### src/rtl/dma_chan_regs.sv
module dma_chan_regs #(
  parameter int NCH  = 4,
  parameter int AW   = 16,
  parameter bit WIDE = 1'b0
) (
  input  logic                 clk,
  input  logic                 rst_n,
  input  logic                 acc_valid,
  input  logic                 acc_write,
  input  logic                 acc_byte,
  input  logic [4:0]           acc_addr,
  input  logic [7:0]           acc_wdata,
  output logic [7:0]           rd_data,
  input  logic                 ptr_clear,
  output logic                 ptr_high,
  input  logic [NCH-1:0]       mode_dec,
  input  logic [NCH-1:0]       mode_cascade,
  input  logic                 prog_valid,
  input  logic [$clog2(NCH)-1:0] prog_chan,
  input  logic [AW+1:0]        prog_bytes,
  output logic [AW+1:0]        eng_start,
  output logic [AW+1:0]        eng_end,
  output logic [NCH-1:0]       tc_pulse
);
  localparam int CHW = $clog2(NCH);
  localparam int IW  = CHW + 2;
  localparam int CW  = AW + 1;
  localparam int EW  = AW + 2;
  localparam int SH  = WIDE ? 1 : 0;

  logic [IW-1:0]  idx;
  logic           hit, wr, rd, sel_cnt;
  logic [CHW-1:0] sel_ch;
  logic [CW-1:0]  new_cnt;

  assign idx     = WIDE ? acc_addr[IW:1] : acc_addr[IW-1:0];
  assign hit     = acc_valid & acc_byte & ~idx[IW-1];
  assign wr      = hit & acc_write;
  assign rd      = hit & ~acc_write;
  assign sel_ch  = idx[IW-2:1];
  assign sel_cnt = idx[0];
  assign new_cnt = CW'(prog_bytes >> SH);

  logic [NCH-1:0][AW-1:0] addr_view, cnt_view;
  logic [NCH-1:0][CW-1:0] cur_view, lim_view;
  logic [NCH-1:0]         tc_hit;

  for (genvar g = 0; g < NCH; g++) begin : g_ch
    logic [AW-1:0] ba, bc, ca;
    logic [CW-1:0] cc;
    logic          wr_me, prog_me;

    assign wr_me   = wr && (sel_ch == CHW'(g));
    assign prog_me = prog_valid && (prog_chan == CHW'(g));

    always_ff @(posedge clk) begin
      if (wr_me) begin
        if (!ptr_high) begin
          if (sel_cnt) bc[7:0] <= acc_wdata;
          else         ba[7:0] <= acc_wdata;
        end else begin
          if (sel_cnt) begin
            bc[AW-1:8] <= acc_wdata[AW-9:0];
            ca         <= ba;
          end else begin
            ba[AW-1:8] <= acc_wdata[AW-9:0];
            ca         <= {acc_wdata[AW-9:0], ba[7:0]};
          end
          cc <= '0;
        end
      end else if (prog_me) begin
        cc <= new_cnt;
      end
    end

    assign addr_view[g] = mode_dec[g] ? ca - cc[AW-1:0] : ca + cc[AW-1:0];
    assign cnt_view[g]  = bc - cc[AW-1:0];
    assign cur_view[g]  = cc;
    assign lim_view[g]  = {1'b0, bc} + CW'(1);
    assign tc_hit[g]    = prog_me && !wr_me && (new_cnt == lim_view[g]) && !mode_cascade[g];
  end

  logic [AW-1:0] rd_val, rd_hi;
  assign rd_val  = sel_cnt ? cnt_view[sel_ch] : addr_view[sel_ch];
  assign rd_hi   = rd_val >> 8;
  assign rd_data = !rd ? 8'h00 : (ptr_high ? rd_hi[7:0] : rd_val[7:0]);

  always_ff @(posedge clk) begin
    if (!rst_n)         ptr_high <= 1'b0;
    else if (ptr_clear) ptr_high <= 1'b0;
    else if (hit)       ptr_high <= ~ptr_high;
  end

  always_ff @(posedge clk) begin
    if (!rst_n) tc_pulse <= '0;
    else        tc_pulse <= tc_hit;
  end

  assign eng_start = EW'(cur_view[prog_chan]) << SH;
  assign eng_end   = EW'(lim_view[prog_chan]) << SH;
endmodule

### config.mk
export PLATFORM = sky130hd
export DESIGN_NAME = dma_chan_regs
export DESIGN_NICKNAME = d
export VERILOG_FILES = /design/src/rtl/dma_chan_regs.sv
export SDC_FILE = /design/constraint.sdc
export NUM_CORES = 1
export LEC_CHECK = 0
export ABC_AREA = 1
export CAP_MARGIN = 15
export CORE_ASPECT_RATIO = 1.25
export CORE_MARGIN = 2
export CORE_UTILIZATION = 56
export CTS_BUF_LIST = sky130_fd_sc_hd__clkbuf_4
export CTS_CLUSTER_DIAMETER = 120
export CTS_CLUSTER_SIZE = 14
export DETAILED_ROUTE_END_ITERATION = 8
export GPL_TIMING_DRIVEN = 0
export PLACE_DENSITY = 0.78
export RECOVER_POWER = 50
export SETUP_SLACK_MARGIN = 0.02
export SYNTH_ARGS = -nofsm -noshare
export SYNTH_HDL_FRONTEND = slang
export SYNTH_SLANG_ARGS = --single-unit
export TNS_END_PERCENT = 10
### constraint.sdc
create_clock -name clk -period 3.3 [get_ports clk]
set_input_delay 0.495 -clock clk [delete_from_list [all_inputs] [get_ports clk]]
set_output_delay 0.495 -clock clk [all_outputs]
set_load 0.01 [all_outputs]
# After elaboration in Yosys (flattened, before gate mapping)
# Index checks and enable logic that the tools add are counted.
[word_totals]
inputBits = 48
out_inout_bits = 49
elab_cells = 154
regBits = 265
[classes]
n_reduce_logical = 59
n_bitwise = 9
magnitude_cmp = 2
mux = 28
eq_ne = 14
add_sub_neg = 16
[ops]
columns = ["op", "count"]
rows = [
  ["$mux 17", 11],
  ["$mux 16", 11],
  ["$sub 16x16->16", 8],
  ["$add 16x1->17 const B", 4],
  ["$bmux 17 s2", 2],
  ["$eq 17x17->1", 4],
  ["$add 16x16->16", 4],
  ["$bmux 16 s2", 2],
  ["$reduce_and 3->1", 16],
  ["$logic_and 1x1->1", 20],
  ["$mux 8", 2],
  ["$reduce_and 2->1", 8],
  ["$eq 2x2->1 const B", 4],
  ["$logic_not 1->1", 8],
  ["$ne 2x2->1 const B", 4],
  ["$reduce_bool 2->1", 4],
  ["$lt 2x3->1 const B", 2],
  ["$not 1->1", 5],
  ["$and 1x1->1", 4],
  ["$eq 2x1->1 const B", 2],
  ["$logic_not 2->1", 2],
  ["$reduce_or 2->1", 1],
]

# Depth between registers and ports, before layout
[logic_depth]
word_depth = 8
mapped_depth = 26
depth_no_buf = 26

# Least setup slack after synthesis
# No wires, ideal clock.
[synth_timing]
kind = "input to register"
start = "input port acc_addr[1]"
end = "register g_ch[0].cc[0], enable pin"
setup_ns = 0.415
slack_ns = 0.152
stages = 9
arrival_ns = 2.734
path_buffers = 2
required_time_ns = 2.885
cell_sequence = "buf_2 -> inv_1 -> nand2_1 -> nor2_1 -> buf_2 -> inv_1 -> nor2_1 -> inv_1 -> o21ai_0"
[synth_via]
elab_chain_cells = 4
elab_cells_between_ends = 5
classes_between = "eq/ne: 1; reduce/logical: 4"
[synth_lines]
columns = ["element", "line_no", "rtl"]
rows = [
  ["from (decl)", "11", "input logic [4:0] acc_addr,"],
  ["$logic_not 2->1 *", "53", "assign wr_me = wr && (sel_ch == CHW'(g));"],
  ["$logic_and 1x1->1 *", "53", ""],
  ["$ne 2x2->1 (no source line) or $reduce_bool 2->1 (tied branches)", "-", ""],
  ["$reduce_and 2->1 (no source line) *", "-", ""],
  ["to (signal assigned)", "72", "cc <= new_cnt;"],
  ["to (decl)", "50", "logic [CW-1:0] cc;"],
]
# Every way passes the cells marked *; elsewhere a longest branch is shown, timed or not.
# A chain may end at the register's enable or synchronous reset.

# Final worst setup path
[layout_timing]
start = "register g_ch[0].cc[4]"
end = "output port rd_data[7]"
[layout_via]
elab_chain_cells = 7
elab_cells_between_ends = 11
classes_between = "add/sub: 3; mux: 8"
[layout_lines]
columns = ["element", "line_no", "rtl"]
rows = [
  ["$add 16x16->16 or $sub 16x16->16 (tied branches)", "76", "assign addr_view[g] = mode_dec[g] ? ca - cc[AW-1:0] : ca + cc[AW-1:0];"],
  ["$mux 16", "76", ""],
  ["$bmux 16 s2", "84", "assign rd_val = sel_cnt ? cnt_view[sel_ch] : addr_view[sel_ch];"],
  ["$mux 16 (implied by the code)", "84", ""],
  ["$mux 16 *", "84", ""],
  ["$mux 8 * (2 in a row)", "86", "assign rd_data = !rd ? 8'h00 : (ptr_high ? rd_hi[7:0] : rd_val[7:0]);"],
  ["to (decl)", "13", "output logic [7:0] rd_data,"],
]
# Every way passes the cells marked *; elsewhere a longest branch is shown, timed or not. The select of a mux whose other input is x is not followed.

==> flow_summary_export.csv <==
group,metric,value,unit
outcome,status,"finished with violations",
outcome,violations,"capacitance limit, slew limit, setup timing",
synthesis,syn_inst,2959,
setup_path,cp.arrival,4.27,ns
routing,wl_per_cell,23.9,µm
power,clkPwrFrac,0.230,
setup_path,crit_top_cell,"nand2_1",
placement,io_buffers,85,
placement,pre_cts_ws,-1.60,ns
global_route,antenna_found_initial,1,
routing,viasPerCell,6.07,
timing,fmax,210,MHz
clocking,clk_path_buf_depth,3,
routing,via_count,22200,
global_route,grt_first_pass_wirelength,123000,µm
setup_path,path_depth,20,
setup_path,crit_chain,"nor2_1, nand2_1, o31ai_2, o21ai_0, xor2_1, ha_2, nand2_1, nor2_2, and3_4, nand2_2, nand2_1, nand2_1, nand3_1, nand2_2, inv_1, nand2_1, nand2_1, nand2_2, nor2_4, buf_6",
timing,grt_setup_unrepaired,"yes",
clocking,cts.reportedPaths.clkPinSlew,0.17,ns
floorplanning,rows,80,
synthesis,yosysTopAreaCellShare,0.364,
floorplanning,core,37900,µm²
synthesis,ys.flop_type,"edfxtp_1",
floorplanning,num_io_pins,97,
timing,fin_worst_skew,0.0666,ns
setup_path,critPathMaxStageDelay,0.55,ns
synthesis,synth_edf_count,260,
run,cap_violations,1,
hold_path,hp-start,"acc_addr[0]",
synthesis,synth_warnings,0,
synthesis,syn_area,21400,µm²
clocking,cts_tree,"done",
setup_path,crit_buf_inv,2,
clocking,clock-sinks,265,
setup_path,crit_type,"flip-flop to output port",
timing,slew_violations,18,
clocking,hold_buffers,0,
setup_path,slowest_stage,"edfxtp_1",
synthesis,yosys_register_bits,265,
setup_path,end_kind,"output port",
timing,period_share,1.45,
floorplanning,initial_utilization,0.565,
timing,worst_pin_slew,1.59,ns
clocking,h-tree-depth,1,
power,power_density,288,nW/µm²
power,switching_share,0.328,
global_route,grt_pass1_vias,20600,
timing,final-hold-violation-count,0,
routing,drtPass1Iterations,9,
floorplanning,die_width,179,µm
power,p_int,4870,µW
placement,dp.cells,3547,
setup_path,reg2reg_slack,-0.56,ns
synthesis,synth_area_leader_cell,"edfxtp_1",
synthesis,synth_cell_types,53,
global_route,grt_max_degree,18,
timing,hold_slack,0.260,ns
power,switchingPower,2380,µW
final_layout,drive_gt1_frac,0.136,
timing,final.min_clock_period,4.77,ns
floorplanning,die_y,223,µm
timing,fin_ws,-1.47,ns
routing,drc,0,
hold_path,worstHoldEndpoint,"g_ch[0].ca[10]",
power,p_comb_frac,0.252,
final_layout,final_nets,3331,
setup_path,r2r_cells,4,
routing,first_iter_violations,2739,
placement,dpl.hpwl,66800,µm
power,p_leak,0.0115,µW
global_route,groute.usage.overall,0.428,
power,pwr-share-seq,0.518,
global_route,overflow,0,
floorplanning,die_area,39900,µm²
setup_path,r2r-start,"ptr_high",
synthesis,synth.avg_cell_area,7.25,µm²
setup_path,cp_top_family,"simple AND/OR/NAND/NOR gates",
setup_path,cp_max_fo,7,
routing,ant_nets,0,
final_layout,syn_to_final_growth,17.5,%
placement,gp_congestion,1.06,
clocking,clock_latency,0.80,ns
final_layout,instances_no_fill,3658,
synthesis,synthArstFlopShare,0,
hold_path,hold_path_class,"input pin to flip-flop",
routing,wl,87300,µm
synthesis,netlist_top_cells_area,"edfxtp_1, nand2_1, inv_1",
setup_path,crit_required,2.80,ns
synthesis,synth-seq-area-share,0.369,
clocking,cts_root_buffer,"clkbuf_4",
power,peakVddDrop,0.248,mV
clocking,cts_buffers,22,
hold_path,holdPathStages,3,
setup_path,start_kind,"flip-flop",
setup_path,reg2reg_to,"g_ch[1].bc[14]",
timing,finalSetupViolCount,65,
timing,relSlewSlack,-0.0667,
## power by group through the flow
stage / logic, µW / registers, µW / clock network (µW)
after floorplan: 928 / 3810 / 0
after global placement: 1520 / 3830 / 0
after detailed placement: 1560 / 3830 / 0
after CTS: 1660 / 3750 / 1650
after global routing: 1930 / 3760 / 1770
final: 1830 / 3760 / 1670
## Yosys cell counts (3+ instances only)
cell type	count
nand4_1	52
xnor2_1	27
nand2_1	840
buf_2	13
o31ai_1	6
clkbuf_1	24
nor4_1	5
xnor3_1	3
fa_1	8
o221ai_1	25
a21o_1	10
ha_1	128
edfxtp_1	260
buf_1	9
a31oi_1	12
o21ai_0	63
clkinv_1	6
inv_1	438
or2_2	5
a21oi_1	124
nand3_1	323
nor2_4	3
nor2_1	353
a22oi_1	26
dfxtp_1	5
nor3_1	16
xor2_1	100
nand3b_1	5
o22ai_1	8
o21bai_1	25
## flip-flops by register name, summed over array words and instances (netlist names)
name / flops
ptr_high: 1
g_ch.bc: 64
tc_pulse: 4
g_ch.ba: 64
g_ch.ca: 64
g_ch.cc: 68
## cell usage in the layout (no fill, tap or decap), types with 9 or more instances in the layout
cell             count
a21oi_2             23
a22oi_1             19
buf_2               12
nand4_1             52
buf_4               66
a21oi_1             98
a21o_1              10
dlygate4sd3_1        9
nand2_1            787
xor2_1              82
nand3_1            289
xnor2_1             27
nand2_2             48
o21ai_0             49
nor3_1               9
buf_6               12
ha_1                97
clkbuf_1            28
nor2_1             320
edfxtp_1           260
inv_2               30
clkbuf_4            40
inv_1              408
nand3_2             30
clkdlybuf4s50_1     56
nor2_2              26
clkbuf_2            10
o221ai_1            22
o21bai_1            24
ha_4                25
xor2_2              18
nor2_4              12
## worst max-delay path by stage
stage / startpoint / end / slack [ns]
floorplan: acc_addr[1] / g_ch[0].cc[0] / 0.15
CTS: g_ch[1].cc[1] / rd_data[5] / -1.31
global placement: mode_dec[3] / rd_data[7] / -1.59
finish: g_ch[0].cc[4] / rd_data[7] / -1.47
global route: g_ch[0].cc[4] / rd_data[7] / -1.52
detailed placement: mode_dec[3] / rd_data[7] / -1.60
## kinds of logic (layout without fill, tap and decap cells)
| family | after synthesis | in the layout | share of synthesized area |
|---|---|---|---|
| other | 1 | 5 | 0.000175 |
| buffers and inverters | 494 | 697 | 0.0876 |
| flip-flops | 265 | 265 | 0.369 |
| AND/OR/NAND/NOR | 1619 | 1619 | 0.317 |
| AO/OA/AOI/OAI | 313 | 313 | 0.0886 |
| adder cells (fa/ha/maj) | 136 | 136 | 0.0822 |
| XOR/XNOR | 131 | 131 | 0.0558 |
## per-layer routing
layer  vias up  wire (µm)  track usage  part of all wire
met5         -          0            0                 0
met2      1501      38100        0.660              0.44
li1      10100          -            -                 -
met3       419       9280       0.0779              0.11
met1     10200      30800        0.515              0.35
met4         0       9090        0.356              0.10
## final cells by class
type                            count  area, µm²
Sequential cell                   265       7910
Buffer                             48        213
Inverter                          446       1680
Tap cell                          492        616
Fill cell                        3168      12700
Antenna cell                        3       7.51
Clock buffer                       40        300
Multi-Input combinational cell   2201      13000
Timing Repair Buffer              163       1430
## worst reg2reg max path, stage by stage, from the launching register on
cell,delay [ns]
dfxtp_1,0.52
clkinv_1,0.40
nor2_1,1.31
inv_1,0.44
nor2_1,0.81
## through the flow
step | TNS, ns | area (µm²) | util | power [µW]
floorplan | 0 | 21400 | - | 4740
global placement | -107.58 | 22900 | 0.604 | 5350
detailed placement | -50.74 | 23100 | 0.609 | 5390
CTS | -12.77 | 24300 | 0.640 | 7060
global route | -39.40 | 25200 | 0.664 | 7460
finish | -29.99 | 25200 | 0.664 | 7250
## repair_timing
action,4_1_cts,5_1_grt
setup endpoints to repair,42,96
gates resized for setup,186,207
buffers inserted,32,35
cloned,0,0
pin swaps,55,100
Power figures use the tool's default switching activity.
